**src/rtl/dpw_pkg.sv**
```systemverilog
package dpw_pkg;

   typedef enum logic [1:0] {
      WS_NONE     = 2'd0,
      WS_ONE_DIG  = 2'd1,
      WS_UP_TO    = 2'd2,
      WS_SPARE    = 2'd3
   } ws_mode_e;

endpackage

```
**src/rtl/dpw_ptr_reg.sv**
```systemverilog
module dpw_ptr_reg #(
   parameter int DIGITS = 14,
   parameter int PTR_W  = 4
) (
   input  logic             clk,
   input  logic             rst_n,
   input  logic             set_i,
   input  logic             inc_i,
   input  logic             dec_i,
   input  logic             test_i,
   input  logic [PTR_W-1:0] imm_i,
   output logic [PTR_W-1:0] ptr_o,
   output logic             test_hit_o
);

   localparam logic [PTR_W-1:0] MAX_PTR = PTR_W'(DIGITS - 1);

   logic [PTR_W-1:0] ptr_q;
   logic [PTR_W-1:0] ptr_d;

   always_comb begin
      ptr_d = ptr_q;
      if (set_i) begin
         if (imm_i <= MAX_PTR) ptr_d = imm_i;
      end else if (inc_i) begin
         ptr_d = (ptr_q == MAX_PTR) ? '0 : ptr_q + 1'b1;
      end else if (dec_i) begin
         ptr_d = (ptr_q == '0) ? MAX_PTR : ptr_q - 1'b1;
      end
   end

   always_ff @(posedge clk or negedge rst_n) begin
      if (!rst_n) ptr_q <= '0;
      else        ptr_q <= ptr_d;
   end

   assign ptr_o      = ptr_q;
   assign test_hit_o = test_i && (ptr_q != imm_i);

   assert_ptr_range_R1: assert property (@(posedge clk) disable iff (!rst_n)
      ptr_q <= MAX_PTR);

   assert_set_load_R2: assert property (@(posedge clk) disable iff (!rst_n)
      (set_i && imm_i <= MAX_PTR) |=> (ptr_q == $past(imm_i)));

   assert_inc_wrap_R3: assert property (@(posedge clk) disable iff (!rst_n)
      (!set_i && inc_i && ptr_q == MAX_PTR) |=> (ptr_q == '0));

   assert_dec_wrap_R4: assert property (@(posedge clk) disable iff (!rst_n)
      (!set_i && !inc_i && dec_i && ptr_q == '0) |=> (ptr_q == MAX_PTR));

   assert_bad_set_holds_R5: assert property (@(posedge clk) disable iff (!rst_n)
      (set_i && imm_i > MAX_PTR) |=> $stable(ptr_q));

endmodule

```
**src/rtl/dpw_window.sv**
```systemverilog
module dpw_window #(
   parameter int DIGITS     = 14,
   parameter int DIG_BITS   = 4,
   parameter int PTR_W      = 4,
   parameter int BT_W       = 6,
   parameter bit MASK_STYLE = 1'b1
) (
   input  logic [BT_W-1:0]  bit_time_i,
   input  logic [PTR_W-1:0] ptr_i,
   input  logic [1:0]       mode_i,
   output logic             win_o
);
   import dpw_pkg::*;

   localparam int CW = (BT_W > PTR_W) ? BT_W : PTR_W;

   ws_mode_e        mode;
   logic [CW-1:0]   digit;
   logic [CW-1:0]   ptr_x;
   logic            in_range;

   assign mode     = ws_mode_e'(mode_i);
   assign digit    = CW'(bit_time_i / BT_W'(DIG_BITS));
   assign ptr_x    = CW'(ptr_i);
   assign in_range = digit < CW'(DIGITS);

   generate
      if (MASK_STYLE) begin : g_mask
         logic [DIGITS-1:0] only_m;
         logic [DIGITS-1:0] upto_m;
         for (genvar k = 0; k < DIGITS; k++) begin : g_dig
            assign only_m[k] = (ptr_x == CW'(k));
            assign upto_m[k] = (ptr_x >= CW'(k));
         end
         logic pick;
         always_comb begin
            pick = 1'b0;
            for (int k = 0; k < DIGITS; k++) begin
               if (digit == CW'(k)) begin
                  case (mode)
                     WS_ONE_DIG: pick = only_m[k];
                     WS_UP_TO:   pick = upto_m[k];
                     default:    pick = 1'b0;
                  endcase
               end
            end
         end
         assign win_o = in_range && pick;
      end else begin : g_cmp
         logic pick;
         always_comb begin
            case (mode)
               WS_ONE_DIG: pick = (digit == ptr_x);
               WS_UP_TO:   pick = (digit <= ptr_x);
               default:    pick = 1'b0;
            endcase
         end
         assign win_o = in_range && pick;
      end
   endgenerate

endmodule

```
**src/rtl/dpw_carry.sv**
```systemverilog
module dpw_carry (
   input  logic clk,
   input  logic rst_n,
   input  logic clr_i,
   input  logic ws_i,
   input  logic adder_carry_i,
   input  logic test_hit_i,
   output logic flag_o
);

   logic flag_q;
   logic set_ev;

   assign set_ev = (ws_i && adder_carry_i) || test_hit_i;

   always_ff @(posedge clk or negedge rst_n) begin
      if (!rst_n)      flag_q <= 1'b0;
      else if (set_ev) flag_q <= 1'b1;
      else if (clr_i)  flag_q <= 1'b0;
   end

   assign flag_o = flag_q;

   assert_carry_capture_R11: assert property (@(posedge clk) disable iff (!rst_n)
      (ws_i && adder_carry_i) |=> flag_q);

   assert_test_capture_R6: assert property (@(posedge clk) disable iff (!rst_n)
      test_hit_i |=> flag_q);

   assert_word_clear_R12: assert property (@(posedge clk) disable iff (!rst_n)
      (clr_i && !(ws_i && adder_carry_i) && !test_hit_i) |=> !flag_q);

   assert_sticky_R12: assert property (@(posedge clk) disable iff (!rst_n)
      (flag_q && !clr_i) |=> flag_q);

endmodule

```
**src/rtl/digit_ptr_wsel.sv**
```systemverilog
module digit_ptr_wsel #(
   parameter int DIGITS     = 14,
   parameter int DIG_BITS   = 4,
   parameter int PTR_W      = 4,
   parameter int BT_W       = 6,
   parameter bit MASK_STYLE = 1'b1
) (
   input  logic             clk,
   input  logic             rst_n,
   input  logic [BT_W-1:0]  bit_time,
   input  logic             op_set,
   input  logic             op_inc,
   input  logic             op_dec,
   input  logic             op_test,
   input  logic [PTR_W-1:0] imm,
   input  logic [1:0]       ws_mode,
   input  logic             ext_ws,
   input  logic             adder_carry,
   output logic             ws_out,
   output logic [PTR_W-1:0] ptr_out,
   output logic             carry_flag
);
   import dpw_pkg::*;

   localparam int WORD_BITS = DIGITS * DIG_BITS;

   generate
      if (DIGITS < 2 || DIGITS > (1 << PTR_W)) begin : g_bad_digits
         $error("DIGITS must fit the pointer width");
      end
      if (WORD_BITS > (1 << BT_W)) begin : g_bad_bt
         $error("bit_time too narrow for the word");
      end
      if (DIG_BITS < 1) begin : g_bad_dig
         $error("DIG_BITS must be positive");
      end
   endgenerate

   logic [PTR_W-1:0] ptr;
   logic             test_hit;
   logic             win;
   logic             ws_int;

   dpw_ptr_reg #(.DIGITS(DIGITS), .PTR_W(PTR_W)) u_ptr (
      .clk        (clk),
      .rst_n      (rst_n),
      .set_i      (op_set),
      .inc_i      (op_inc),
      .dec_i      (op_dec),
      .test_i     (op_test),
      .imm_i      (imm),
      .ptr_o      (ptr),
      .test_hit_o (test_hit)
   );

   dpw_window #(
      .DIGITS(DIGITS), .DIG_BITS(DIG_BITS), .PTR_W(PTR_W),
      .BT_W(BT_W), .MASK_STYLE(MASK_STYLE)
   ) u_win (
      .bit_time_i (bit_time),
      .ptr_i      (ptr),
      .mode_i     (ws_mode),
      .win_o      (win)
   );

   assign ws_int = win || ext_ws;

   dpw_carry u_cy (
      .clk           (clk),
      .rst_n         (rst_n),
      .clr_i         (bit_time == '0),
      .ws_i          (ws_int),
      .adder_carry_i (adder_carry),
      .test_hit_i    (test_hit),
      .flag_o        (carry_flag)
   );

   assign ws_out  = ws_int;
   assign ptr_out = ptr;

   assert_ext_pass_R10: assert property (@(posedge clk) disable iff (!rst_n)
      ext_ws |-> ws_out);

   assert_quiet_mode_R9: assert property (@(posedge clk) disable iff (!rst_n)
      ((ws_mode == WS_NONE || ws_mode == WS_SPARE) && !ext_ws) |-> !ws_out);

   assert_single_digit_R7: assert property (@(posedge clk) disable iff (!rst_n)
      (ws_mode == WS_ONE_DIG && !ext_ws && ws_out) |->
         (BT_W'(bit_time / BT_W'(DIG_BITS)) == BT_W'(ptr_out)));

   assert_upto_R8: assert property (@(posedge clk) disable iff (!rst_n)
      (ws_mode == WS_UP_TO && !ext_ws && ws_out) |->
         (BT_W'(bit_time / BT_W'(DIG_BITS)) <= BT_W'(ptr_out)));

endmodule

```
**config.mk**
```make
export PLATFORM = sky130hd
export DESIGN_NAME = digit_ptr_wsel
export DESIGN_NICKNAME = d
export VERILOG_FILES = /design/src/rtl/dpw_pkg.sv /design/src/rtl/dpw_ptr_reg.sv /design/src/rtl/dpw_window.sv /design/src/rtl/dpw_carry.sv /design/src/rtl/digit_ptr_wsel.sv
export SDC_FILE = /design/constraint.sdc
export NUM_CORES = 1
export LEC_CHECK = 0
export ABC_AREA = 1
export BUFFER_PORTS_ARGS = -buffer_cell sky130_fd_sc_hd__clkbuf_2
export CAP_MARGIN = 40
export CORE_ASPECT_RATIO = 0.8
export CORE_MARGIN = 2
export CORE_UTILIZATION = 55
export DETAILED_ROUTE_END_ITERATION = 8
export PLACE_DENSITY = 0.93
export SKIP_CTS_REPAIR_TIMING = 1
export SYNTH_ARGS = -nofsm -noshare
export SYNTH_HDL_FRONTEND = slang
export SYNTH_SLANG_ARGS = --single-unit
```
**constraint.sdc**
```tcl
create_clock -name clk -period 2.9 [get_ports clk]
set_input_delay 0.145 -clock clk [delete_from_list [all_inputs] [get_ports clk]]
set_output_delay 0.145 -clock clk [all_outputs]
set_load 0.01 [all_outputs]
```
==> metrics, run 1 <==
period utilisation layout=74.9%; Starting Density=57.5%; Post-Route WL=2710 µm; synthesized instance count=159; CP arrival=2030 ps; clk_skew=0.390 ps; overall power=0.409 mW; CP top delay family=simple AND/OR/NAND/NOR gates; Vias/cell=5.72; Crit Path Class=flip-flop to output pin; highest routed layer=met4; Clock Latency Late Sink=240 ps; Max Cap Violations=0; EDFF count, synth=0; Max-slew headroom=64.7%; CTS Buffer Depth=2; largest net degree at the start of global routing=16; Hold Vio Cnt, Final=0; slew at the pin with the worst max-slew slack=529 ps; Peak Freq=460 MHz; first-pass GRT wire length=4340 µm; Die Ht=40.7 µm; WL/cell=13.1 µm; count of cell types in the netlist=29; Critical Path Max Stage Delay=550 ps; Worst VDD drop=0.381 mV; layout cells sized above 1=27.2%; die area=2030 µm²; Core ar.=1610 µm²; Final Max Slew Viols=0; worst-path maximum fanout=14; Placer Congestion=0.967; Bufs and invs on worst path=2; initial antenna violation count=0; Area Growth Syn to Fin=15.1%; Hold Path Class=primary input to flip-flop; clk slew on worst S/H paths=50 ps; worst-path cell chain=inv_2, nand2_2, nor2_2, nand2_1, nand3_2, nand2_1, nand2_1, nand4_1, o21bai_1, nand3_1, nand2_1, nand2_2, clkbuf_2; Startpoint Class=flip-flop; post-synthesis cell area=926 µm²; vias in the first global route=1005; routed wire length on met2=1270 µm; most frequent CP cell=nand2_1; met3 wire length=227 µm; RSZ-0062 raised after global routing=false; CTS buffer count=3; H-tree depth=1; Total Routing Usage GR=29.6%; synthesized area per cell=5.82 µm²; Vias=1179; Die W=49.9 µm; CTS tree=done; Seq cells post-synth=5; router iterations before antenna repair=4; YS warnings=0; ANT nets after route=0; post-detail-place hpwl=2120 µm; Layout Nets=207; IO buf count=25; slowest stage cell, crit path=dfrtp_1; DRC viols=0; Ant. Diodes=0; required time of the critical path=2760 ps; DR iter-0 viols=89; post-layout min period=2170 ps; pwr dens=384 nW/µm²; clk sinks=5; R2R Path Start=u_ptr.ptr_o[3]; Setup-failing EPs final=0; P_leak=0.569 nW; # rows=13; Root Driver=clkbuf_4; M1 WL=1160 µm; setup TNS=0 ps; Synth async-reset ratio=100%; hold_sp=adder_carry; syn_nets=181; # IOs=26; crit end category=output pin; gr ovfl total=0; Main synth FF type=dfrtp_1; Setup crit start=u_ptr.ptr_o[3]; register area share after synthesis=13.5%; status=completed
-- cell families after synthesis --
kind of cell    Yosys count  synth area share, %
simple gates             92                 46.9
buf+inv                  28                 15.3
compound gates           26                 15.8
xor+xnor                  5                 4.73
flops                     5                 13.5
fa+ha+maj                 2                 2.70
mux                       1                 1.08
-- synth_stat cells, types with 2 or more instances --
| cell | count | area [µm²] |
|---|---|---|
| a21oi_1 | 7 | 35.0 |
| buf_6 | 4 | 45.0 |
| dfrtp_1 | 5 | 125 |
| ha_1 | 2 | 25.0 |
| inv_1 | 17 | 63.8 |
| inv_2 | 4 | 15.0 |
| inv_4 | 2 | 12.5 |
| nand2_1 | 38 | 143 |
| nand2_2 | 8 | 50.1 |
| nand3_1 | 12 | 60.1 |
| nand3_2 | 2 | 20.0 |
| nand4_1 | 7 | 43.8 |
| nor2_1 | 16 | 60.1 |
| nor2_2 | 3 | 18.8 |
| nor3_1 | 3 | 15.0 |
| o21ai_0 | 9 | 45.0 |
| o22ai_1 | 5 | 31.3 |
| xnor2_1 | 4 | 35.0 |
-- power by group --
part	total (mW)	internal, mW	switching (mW)
registers	0.119	0.0791	0.0395
logic	0.209	0.0782	0.130
clock network	0.0821	0.0501	0.0321
-- area by class of cell --
class                   count  area, µm²
clock inverters             1       5.00
flip-flops and latches      5        125
fillers                   147        544
repair buffers             26        135
multi-input cells         126        659
clock buffers               3       22.5
inverters                  23       91.3
well taps                  22       27.5
-- layout by cell type, fill, tap and decap left out, drive strengths merged --
cell type    synthesis  final
clkinv               0      1
dfrtp                5      5
mux2i                1      1
nand2               46     46
or2                  1      1
nor3                 3      3
a31oi                1      1
dlygate4sd3          0      1
nor4                 1      1
nand4                7      7
a21oi                8      8
o21ai               10     10
o21bai               1      1
nor2                20     20
inv                 23     23
o22ai                5      5
clkbuf               0     28
xor2                 1      1
ha                   2      2
nand3               14     14
xnor2                4      4
a22oi                1      1
-- metrics by stage --
stage                     cells  util (%)  instance area, µm²  hold slack, ps  setup WS, ps
final                       206      66.2                1070             108           726
after detailed placement    201      63.9                1030           -38.2          1020
after global placement      201      63.9                1030           -40.2          1050
after global routing        206      66.2                1070             111           565
after CTS                   205      65.6                1060            -303           735
after floorplan             159         -                 926            -151          1350
-- worst register-to-register path, delay by kind of cell (launching register included) --
kind | cells | cell delay [ps]
AND/OR/NAND/NOR | 12 | 840
flip-flops | 1 | 550
AO/OA/AOI/OAI | 1 | 130
buffers and inverters | 1 | 220
-- state kept, by name, summed over array words and instances, names as in the netlist --
| signal | cells |
|---|---|
| u_cy.flag_o | 1 |
| u_ptr.ptr_o | 4 |
-- path summary, 6_finish.rpt --
check / depth (start not counted) / endpoint / slack [ps]
max: 13 / ws_out / 730
min: 3 / u_cy.flag_o / 110
max reg2reg: 14 / u_cy.flag_o / 1030
min reg2reg: 2 / u_cy.flag_o / 520
max in group asynchronous: 2 / u_ptr.ptr_o[2] / 2510
min in group asynchronous: 2 / u_ptr.ptr_o[1] / 260
-- routing by layer --
metal	vias to the layer above	global-route usage, %
met5	-	0
met4	0	15.3
met3	6	2.92
met2	75	55.7
met1	523	35.2
li1	575	-
No activity file was read; power rests on OpenSTA's default activity.
==> inputs of run 2 (changes only) <==
Settings changed: ABC_AREA 1 to 0, CORE_UTILIZATION 55 to 47, PLACE_DENSITY 0.93 to 0.85.
Clock period 2.9 ns to 1.98 ns, I/O delays scaled along.
==> metrics, run 2 <==
status=completed; Min-Delay Path Depth=3; period utilisation layout=99.6%; gr ovfl total=0; Area Growth Syn to Fin=29.0%; vias in the first global route=999; final core occ=64.2%; Total Routing Usage GR=24.9%; initial antenna violation count=0; Clk pwr share=18.8%; Crit Path Class=flip-flop to output pin; Layout Nets=181; DR iter-0 viols=80; DRC viols=0; Vias/cell=6.65; CP arrival=1870 ps; Hold Vio Cnt, Final=0; Die W=53.8 µm; ANT nets after route=0; most frequent cell after synthesis=nand2_1; first-pass GRT wire length=4350 µm; RSZ-0062 raised after global routing=true; largest net degree at the start of global routing=21; Critical Path End=ws_out; Clock Latency Late Sink=260 ps; post-synthesis cell area=933 µm²; Root Driver=clkbuf_4; Synth async-reset ratio=100%; Placer Congestion=0.911; Psw=0.301 mW; CTS Buffer Depth=2; most common cell after layout, fill and taps aside=clkbuf_2; design area=1200 µm²; Seq cells post-synth=5; Post-Route WL=3180 µm; Vias=1211; Setup crit start=u_ptr.ptr_o[0]; crit end category=output pin; # rows=14; # IOs=26; Reg2Reg Setup Slack=60 ps; CTS tree=done; Startpoint Class=flip-flop; net switching fraction of the power=44.4%; Peak Freq=507 MHz; required time of the critical path=1880 ps; P_leak=0.485 nW; CTS buffer count=3; worst-path maximum fanout=7; Starting Density=49.8%; router iterations before antenna repair=4; synthesized area per cell=7.13 µm²; clk_skew=8.38 ps; die area=2360 µm²; setup TNS=0 ps; clk slew on worst S/H paths=40 ps; post-detail-place hpwl=2130 µm; WL/cell=17.5 µm; max reg flops=4; Main synth FF type=dfrtp_1; YS warnings=0; Max-slew headroom=58.6%; worst reg2reg path depth=7; post-layout min period=1970 ps; Ant. Diodes=0; Synth area leader=dfrtp_1; count of cell types in the netlist=47; register area share after synthesis=13.4%; Hold Path Class=primary input to flip-flop; dpl cell area=1070 µm²; clk sinks=5; Die Ht=43.9 µm; Setup-failing EPs final=0; layout cells sized above 1=34.8%; Worst R2R End=u_ptr.ptr_o[3]; syn_nets=153; Sequential Power Share=23.5%; Max Cap Violations=0; largest cells by area after synthesis=dfrtp_1, nand2_1, nand2b_1; EDFF count, synth=0; Core ar.=1870 µm²; Worst Setup Slack, final=7.74 ps; IO buf count=25; synthesized instance count=131; Comb power frac=57.7%; pre-CTS setup slack=-12.5 ps; H-tree depth=1; Final Max Slew Viols=0; most frequent cells in the layout=clkbuf_2, nand2_1, o21ai_0; R2R Path Start=u_ptr.ptr_o[0]; Post-synth top cells=nand2_1, o21ai_0, a21oi_1, buf_2, nand2b_1; final hold slack=112 ps; Worst VDD drop=0.501 mV; Synth top area share=13.4%; internal power=0.376 mW; pwr dens=562 nW/µm²; slew at the pin with the worst max-slew slack=616 ps
run 2: changes by cell type after synthesis, moves of 5 or more:
cell / before / now
nand4_1: 7 / 2
nand2b_1: 0 / 7
nand2_1: 38 / 13
nand3_1: 12 / 4
nor2b_1: 0 / 6
buf_2: 1 / 7
nor2_1: 16 / 5
o22ai_1: 5 / 0
inv_1: 17 / 6
nand2_2: 8 / 0
run 2: worst min path at each step:
stage	startpoint	end	slack, ps
2_1_floorplan	rst_n	u_cy.flag_o	-200
3_3_place_gp	rst_n	u_ptr.ptr_o[3]	-80
3_5_place_dp	rst_n	u_ptr.ptr_o[1]	-80
4_1_cts	rst_n	u_ptr.ptr_o[2]	-350
5_1_grt	imm[0]	u_ptr.ptr_o[0]	120
6_report	imm[0]	u_ptr.ptr_o[0]	110
run 2: cell families after synthesis:
group | after synthesis | synth area share [%]
adder cells (fa/ha/maj) | 2 | 2.68
flip-flops | 5 | 13.4
buffers and inverters | 19 | 11.0
AO/OA/AOI/OAI | 44 | 33.4
XOR/XNOR | 5 | 4.69
AND/OR/NAND/NOR | 56 | 34.9
run 2: final cells by class:
cell class	instances	area, µm²
multi-input combinational	107	761
fill	154	671
timing repair buffer	36	231
sequential	5	133
tap	24	30.0
clock buffer	4	26.3
inverter	6	22.5
run 2: power groups by stage:
stage	Sequential [mW]	Combinational (mW)	Clock [mW]
after floorplan	0.133	0.246	0
after global routing	0.161	0.423	0.139
final	0.159	0.390	0.128
after CTS	0.161	0.320	0.127
after detailed placement	0.163	0.319	0
after global placement	0.160	0.308	0
run 2: routing by layer:
layer	vias up	GRT usage, %	wire length, µm
li1	553	-	-
met2	85	42.9	1540
met3	12	4.48	310
met5	-	0	0
met4	0	5.64	74
met1	561	31.9	1250
run 2: critical path: stages (launching register included):
cell,delay [ps]
dfrtp_4,480
buf_6,150
nand2_1,60
a311o_1,280
a211oi_2,180
o221ai_2,150
a21oi_1,180
clkbuf_2,150
run 2: per-stage QoR:
stage	power, mW	cells
5_1_grt	0.723	182
4_1_cts	0.608	177
3_5_place_dp	0.482	173
3_3_place_gp	0.468	173
6_report	0.677	182
2_1_floorplan	0.379	131
